<file path="config.mk">
export PLATFORM = sky130hd
export DESIGN_NAME = dacbank_top
export DESIGN_NICKNAME = d
export VERILOG_FILES = /design/src/rtl/dacbank_pkg.sv /design/src/rtl/dacbank_ctrl.sv /design/src/rtl/dacbank_path.sv /design/src/rtl/dacbank_top.sv
export SDC_FILE = /design/constraint.sdc
export NUM_CORES = 1
export LEC_CHECK = 0
export ABC_AREA = 1
export BUFFER_PORTS_ARGS = -buffer_cell sky130_fd_sc_hd__buf_2
export CORE_UTILIZATION = 49
export CTS_CLUSTER_DIAMETER = 80
export DETAILED_ROUTE_END_ITERATION = 16
export GPL_ROUTABILITY_DRIVEN = 0
export PLACE_DENSITY = 0.75
export SYNTH_ARGS = -nofsm -noshare
export SYNTH_HDL_FRONTEND = slang
export SYNTH_HIERARCHICAL = 1
export SYNTH_SLANG_ARGS = --single-unit
</file>
<file path="constraint.sdc">
create_clock -name clk -period 1.5 [get_ports clk]
set_input_delay 0.15 -clock clk [delete_from_list [all_inputs] [get_ports clk]]
set_output_delay 0.15 -clock clk [all_outputs]
set_load 0.05 [all_outputs]
</file>
<file path="src/rtl/dacbank_pkg.sv">
package dacbank_pkg;
  localparam int NUM_CH = 4;
  localparam int ADDR_W = 5;
  localparam logic [ADDR_W-1:0] OFS_MODE  = 5'h02;
  localparam logic [ADDR_W-1:0] OFS_RANGE = 5'h12;
  localparam logic [ADDR_W-1:0] OFS_DATA0 = 5'h14;
  localparam int ADDR_STEP = 2;
  localparam int BIP_MSB = 7;
  localparam int GAIN_MSB = 11;
  localparam int MODE_EN_BIT = 1;
  localparam int MODE_BUF_BIT = 0;

  typedef struct packed {
    logic [NUM_CH-1:0] dataWr;
    logic              rangeWr;
    logic              dataCommit;
    logic              rangeCommit;
    logic              passThru;
    logic              outEnable;
  } strobe_t;
endpackage

</file>
<file path="src/rtl/dacbank_ctrl.sv">
module dacbank_ctrl
  import dacbank_pkg::*;
#(
  parameter int BUS_W = 16
) (
  input  logic              clk,
  input  logic              rstN,
  input  logic              hostWrEn,
  input  logic              hostRdEn,
  input  logic [ADDR_W-1:0] hostAddr,
  input  logic [BUS_W-1:0]  hostWrData,
  output strobe_t           stb
);
  logic modeEn;
  logic modeBuf;
  logic hitMode;
  logic hitRange;

  assign hitMode  = (hostAddr == OFS_MODE);
  assign hitRange = (hostAddr == OFS_RANGE);

  always_ff @(posedge clk or negedge rstN) begin
    if (!rstN) begin
      modeEn  <= 1'b0;
      modeBuf <= 1'b0;
    end else if (hostWrEn && hitMode) begin
      modeEn  <= hostWrData[MODE_EN_BIT];
      modeBuf <= hostWrData[MODE_BUF_BIT];
    end
  end

  for (genvar i = 0; i < NUM_CH; i++) begin : g_dec
    localparam logic [ADDR_W-1:0] CH_ADDR = ADDR_W'(int'(OFS_DATA0) + ADDR_STEP * i);
    assign stb.dataWr[i] = hostWrEn && (hostAddr == CH_ADDR);
  end

  assign stb.rangeWr     = hostWrEn && hitRange;
  assign stb.dataCommit  = hostRdEn && hitMode && modeBuf;
  assign stb.rangeCommit = hostRdEn && hitRange && modeBuf;
  assign stb.passThru    = !modeBuf;
  assign stb.outEnable   = modeEn;

  AST_MODE_TRACK: assert property (@(posedge clk) disable iff (!rstN)
    (hostWrEn && hitMode) |=> (stb.outEnable == $past(hostWrData[MODE_EN_BIT]))
                              && (stb.passThru == !$past(hostWrData[MODE_BUF_BIT])));

  AST_NO_COMMIT_ON_WRITE: assert property (@(posedge clk) disable iff (!rstN)
    (hostWrEn && !hostRdEn) |-> !stb.dataCommit && !stb.rangeCommit);
endmodule

</file>
<file path="src/rtl/dacbank_path.sv">
module dacbank_path
  import dacbank_pkg::*;
#(
  parameter int CODE_W = 12,
  parameter int BUS_W  = 16
) (
  input  logic                     clk,
  input  logic                     rstN,
  input  strobe_t                  stb,
  input  logic [BUS_W-1:0]         hostWrData,
  output logic [NUM_CH*CODE_W-1:0] codeOut,
  output logic [NUM_CH-1:0]        bipolarOut,
  output logic [NUM_CH-1:0]        gainOut
);
  logic [NUM_CH-1:0][CODE_W-1:0] dataStage;
  logic [NUM_CH-1:0][CODE_W-1:0] dataLive;
  logic [NUM_CH-1:0] bipStage, gainStage, bipLive, gainLive;
  logic [NUM_CH-1:0] bipIn, gainIn;

  for (genvar i = 0; i < NUM_CH; i++) begin : g_ch
    assign bipIn[i]  = hostWrData[BIP_MSB - i];
    assign gainIn[i] = hostWrData[GAIN_MSB - i];

    always_ff @(posedge clk or negedge rstN) begin
      if (!rstN) begin
        dataStage[i] <= '0;
        dataLive[i]  <= '0;
      end else begin
        if (stb.dataWr[i]) dataStage[i] <= hostWrData[CODE_W-1:0];
        if (stb.passThru && stb.dataWr[i]) dataLive[i] <= hostWrData[CODE_W-1:0];
        else if (stb.dataCommit)          dataLive[i] <= dataStage[i];
      end
    end

    assign codeOut[i*CODE_W +: CODE_W] = stb.outEnable ? dataLive[i] : '0;

    AST_DIRECT_WRITE: assert property (@(posedge clk) disable iff (!rstN)
      (stb.passThru && stb.dataWr[i]) |=> dataLive[i] == $past(hostWrData[CODE_W-1:0]));
  end

  always_ff @(posedge clk or negedge rstN) begin
    if (!rstN) begin
      bipStage  <= '0;
      gainStage <= '0;
      bipLive   <= '0;
      gainLive  <= '0;
    end else begin
      if (stb.rangeWr) begin
        bipStage  <= bipIn;
        gainStage <= gainIn;
      end
      if (stb.passThru && stb.rangeWr) begin
        bipLive  <= bipIn;
        gainLive <= gainIn;
      end else if (stb.rangeCommit) begin
        bipLive  <= bipStage;
        gainLive <= gainStage;
      end
    end
  end

  assign bipolarOut = stb.outEnable ? bipLive  : '0;
  assign gainOut    = stb.outEnable ? gainLive : '0;

  AST_DATA_COMMIT: assert property (@(posedge clk) disable iff (!rstN)
    (stb.dataCommit && !(|stb.dataWr)) |=> dataLive == $past(dataStage));

  AST_DATA_HOLD: assert property (@(posedge clk) disable iff (!rstN)
    (!stb.dataCommit && !(stb.passThru && |stb.dataWr)) |=> $stable(dataLive));

  AST_RANGE_COMMIT: assert property (@(posedge clk) disable iff (!rstN)
    (stb.rangeCommit && !stb.rangeWr) |=> (bipLive == $past(bipStage)) && (gainLive == $past(gainStage)));

  AST_DISABLED_ZERO: assert property (@(posedge clk) disable iff (!rstN)
    !stb.outEnable |-> (codeOut == '0) && (bipolarOut == '0) && (gainOut == '0));
endmodule

</file>
<file path="src/rtl/dacbank_top.sv">
module dacbank_top
  import dacbank_pkg::*;
#(
  parameter int CODE_W = 12,
  parameter int BUS_W  = 16
) (
  input  logic                     clk,
  input  logic                     rstN,
  input  logic                     hostWrEn,
  input  logic                     hostRdEn,
  input  logic [ADDR_W-1:0]        hostAddr,
  input  logic [BUS_W-1:0]         hostWrData,
  output logic [NUM_CH*CODE_W-1:0] codeOut,
  output logic [NUM_CH-1:0]        bipolarOut,
  output logic [NUM_CH-1:0]        gainOut
);
  strobe_t stb;

  dacbank_ctrl #(.BUS_W(BUS_W)) u_ctrl (
    .clk(clk), .rstN(rstN), .hostWrEn(hostWrEn), .hostRdEn(hostRdEn),
    .hostAddr(hostAddr), .hostWrData(hostWrData), .stb(stb)
  );

  dacbank_path #(.CODE_W(CODE_W), .BUS_W(BUS_W)) u_path (
    .clk(clk), .rstN(rstN), .stb(stb), .hostWrData(hostWrData),
    .codeOut(codeOut), .bipolarOut(bipolarOut), .gainOut(gainOut)
  );
endmodule

</file>
# Word level (Yosys, flattened, before mapping)
# Cells that the tools add are included.
[word_totals]
regBits = 114
latchBits = 0
ram_bits = 0
romBits = 0
input_bits = 25
out_inout_bits = 56
word_cells = 59
n_memories = 0
[classes]
add_sub_neg = 0
multipliers = 0
div = 0
order_cmp = 0
eq_ne = 6
n_shift = 0
mux = 18
bitwise = 0
reduce_logical = 21
[op_table]
columns = ["operator", "count"]
rows = [
  ["$mux W12", 12],
  ["$eq A5 B5 Y1 const B", 5],
  ["$mux W4", 6],
  ["$logic_and A1 B1 Y1", 15],
  ["$reduce_bool A2 Y1", 5],
  ["$eq A5 B2 Y1 const B", 1],
  ["$logic_not A1 Y1", 1],
]

# Logic depth before layout (Yosys ltp)
[depth]
ltp_word = 5
depth_mapped = 11
ltp_nobuf = 9

# Modules after synthesis
# Netlist, hierarchy kept.
[by_module_without_submodules]
columns = ["mod", "instances", "cells_each", "area_per_inst_um2", "seq_area_each_um2"]
rows = [
  ["dacbank_path", 1, 743, 5484.0, 2802.7],
  ["dacbank_ctrl", 1, 35, 203.9, 50.0],
]

# Worst setup path after synthesis
# OpenSTA, ideal clock, no wires.
[synth_path]
path_kind = "register -> output"
from = "reg u_ctrl.modeEn"
to = "out bipolarOut[0]"
arrival_time_ns = 1.127
setup_slack_ns = 0.223
path_stages_with_launch = 6
n_path_buf = 3
path_cell_list = "dfrtp_1 -> buf_4 -> buf_2 -> buf_2 -> nand2_1 -> inv_1"
[synth_via]
elab_chain_cells = 1
[synth_lines]
columns = ["element", "line", "text"]
rows = [
  ["start: declaration", "dacbank_ctrl.sv:14", "logic modeEn;"],
  ["start signal: assignment", "dacbank_ctrl.sv:27", "modeEn <= hostWrData[MODE_EN_BIT];"],
  ["$mux W4", "dacbank_path.sv:62", "assign bipolarOut = stb.outEnable ? bipLive : '0;"],
  ["end: declaration", "dacbank_top.sv:14", "output logic [NUM_CH-1:0] bipolarOut,"],
]
# No other way between the ends.

# Worst setup path in the final report
[layout_path]
from = "reg u_ctrl.modeEn"
to = "out codeOut[12]"
[layout_via]
elab_chain_cells = 1
[layout_lines]
columns = ["element", "line", "text"]
rows = [
  ["$mux W12", "dacbank_path.sv:35", "assign codeOut[i*CODE_W +: CODE_W] = stb.outEnable ? dataLive[i] : '0;"],
  ["end: declaration", "dacbank_top.sv:13", "output logic [NUM_CH*CODE_W-1:0] codeOut,"],
]
# No other way between the ends.

==> impl_metrics.ini <==
[timing]
min_period_ps = 1540
fin_skew_ps = 7.87
timing.hold.ws_ps = 19.7
max-slew-margin-rel = 0.659
finalHoldViolCount = 0
setup_viol = 32
slew_viol_final = 0
worstMarginPinSlew_ps = 509
post-route-worst-setup-slack_ps = -44.9
finalSetupTns_ps = -420
rsz0062_at_grt = true
timing.final.crit_share = 1.03
max_freq_mhz = 647

[floorplan]
dieArea_um2 = 12000
core_um2 = 11100
ioPinCount = 81
rows = 38
die_y_um = 110
initial_core_util = 0.513
die_w_um = 110

[critical_path]
rrSetupSlack_ps = 140
cp-end-kind = primary output
crit_type = reg2out
path_delay_family = buffers and inverters
worst_setup_path_start_kind = flop
slowest_stage = dfrtp_2
critPathMaxStageDelay_ps = 460
cp_num_buf_inv = 3
path_cells = clkbuf_16 -> nand2_1 -> inv_1 -> buf_6
worstPathMaxFanout = 19
worst_ep_arrival_time_ps = 1390
cp.required_ps = 1350

[clock_network]
cts_sinks = 114
clock_path_buffers = 2
cts_buffers = 17
root_buffer = clkbuf_16
cts.clk_slew.worst_paths_ps = 50
htreeDepth = 4
cts_tree = yes
clk_latency_ps = 410
postCtsSetupBuffers = 0

[grt]
grt_first_pass_wirelength_mm = 22.2
grt_max_degree = 69
grt_use_total = 0.243
grt-ovfl-total = 0
antenna_found_initial = 0
first_global_vias = 4536

[route]
drtIter0Drc = 424
wirelength_mm = 13.9
wl_per_cell_um = 13.9
ant_nets = 0
dr.pass1.iters = 5
drc = 0
vias_per_cell = 5.15
dr_total_vias = 5159

[status]
violations = negative setup slack
status = finished with violations

[cells_and_area]
num-nets-final = 875
fin_area_um2 = 7280
antenna_cells = 0
area_delta_synth_final_pct = 28.0
drive_gt1_frac = 0.186
fillers = 937

[synthesis]
syn-num-nets = 803
ys_seq_area_frac = 0.502
ys_ff_latch = 114
syn-cell-area_um2 = 5690
ys_warn_count = 6
postSynthAreaPerCell_um2 = 7.31
netlist_instances = 778
synthDistinctLibCells = 15

[pwr]
peakVddDrop_mv = 0.659
leakagePower_nw = 4.10
power.total_mw = 11.0
power_density_nw_per_um2 = 1510

[min_path]
holdCritPathClass = in2reg

[place]
hpwl_mm = 8.38
placed_cell_area_um2 = 6300
pre_cts_ws_ps = 53.3
portBuffers = 76

[job]
max_cap_viol_count = 0
[cells by family after synthesis]
| family | synth area share |
|---|---|
| flops | 0.502 |
| simple gates | 0.346 |
| buf+inv | 0.104 |
| compound gates | 0.0493 |
[final cells by class]
| class | instances | area [um^2] | share of cell area |
|---|---|---|---|
| flip-flops and latches | 114 | 2850 | 0.392 |
| clock inverters | 9 | 130 | 0.0179 |
| clock buffers | 22 | 474 | 0.0651 |
| multi-input cells | 534 | 2270 | 0.311 |
| inverters | 77 | 289 | 0.0397 |
| well taps | 140 | 175 | 0.0241 |
| repair buffers | 106 | 1090 | 0.150 |
[layout by cell type (no fill, tap or decap)]
cell type / count
clkinvlp_4: 4
nor2_2: 5
nand2_1: 288
buf_2: 19
buf_8: 12
nor2_4: 1
dfrtp_2: 1
buf_4: 34
clkbuf_8: 3
nor2_1: 59
nand2_2: 5
inv_2: 13
nand4_1: 3
dlygate4sd3_1: 1
clkinv_1: 9
dfrtp_1: 113
clkbuf_16: 18
buf_12: 10
a21oi_1: 56
bufinv_16: 3
nor3_2: 1
inv_1: 55
clkbuf_1: 2
nand3_1: 116
clkinv_2: 2
buf_6: 29
[flip-flops by register name, indices dropped and copies added (netlist names)]
signal            cells
u_ctrl/modeEn         1
u_path/bipLive        4
u_path/dataStage     48
u_ctrl/modeBuf        1
u_path/gainLive       4
u_path/dataLive      48
u_path/gainStage      4
u_path/bipStage       4
[worst reg2reg max path: stages, from the launching register on]
cell      delay (ps)
dfrtp_1          350
clkinv_1         140
nor2_2           240
buf_4            280
nand2_1           90
nand2_1           70
nand2_1           60
nand2_1           60
[path summary, 6_finish.rpt]
check / startpoint / endpoint / depth (start not counted)
min: hostWrData[1] / u_ctrl/modeEn / 3
min reg2reg: u_ctrl/modeBuf / u_ctrl/modeBuf / 2
min in group asynchronous: rstN / u_path/dataLive[17] / 2
max: u_ctrl/modeEn / codeOut[12] / 4
max reg2reg: u_ctrl/modeBuf / u_path/dataLive[21] / 7
max in group asynchronous: rstN / u_path/dataLive[31] / 3
[stage by stage]
stage | cells | util
after CTS | 1001 | 0.638
after global placement | 969 | 0.569
after detailed placement | 969 | 0.569
after floorplan | 778 | -
after global routing | 1002 | 0.657
final | 1002 | 0.657
[layer usage]
layer  track usage  up-vias  wire (um)
li1              -     2566          -
met1         0.328     2410       6270
met2         0.389      169       6830
met3        0.0587       14        693
met4        0.0724        0        137
met5             0        -          0
[cells in the mapped netlist]
master / n / area share
buf_4: 18 / 0.024
nor2_4: 1 / 0.0020
inv_1: 67 / 0.044
dfrtp_1: 114 / 0.50
nand2_2: 4 / 0.0044
clkbuf_1: 8 / 0.0053
inv_2: 2 / 0.0013
a21oi_1: 56 / 0.049
nor2_1: 64 / 0.042
buf_2: 27 / 0.024
nand2_1: 289 / 0.19
clkinv_1: 8 / 0.0053
nand3_1: 116 / 0.10
nand4_1: 3 / 0.0033
nor3_1: 1 / 0.00088
[report_power, final]
part | internal, mW | switching [mW] | leakage (nW)
combinational | 0.947 | 1.69 | 2.43
sequential | 3.84 | 0.441 | 1.38
clock | 2.72 | 1.36 | 0.284
total | 7.51 | 3.49 | 4.10
[timing repair]
item / 4_1_cts / 5_1_grt
hold buffers: 1 / 0
gates resized for setup: 59 / 63
pin swaps: 0 / 0
endpoints found under the setup margin: 56 / 57
gates cloned: 0 / 1
endpoints found under the hold margin: 114 / 0
No activity file was read; power rests on OpenSTA's default activity.
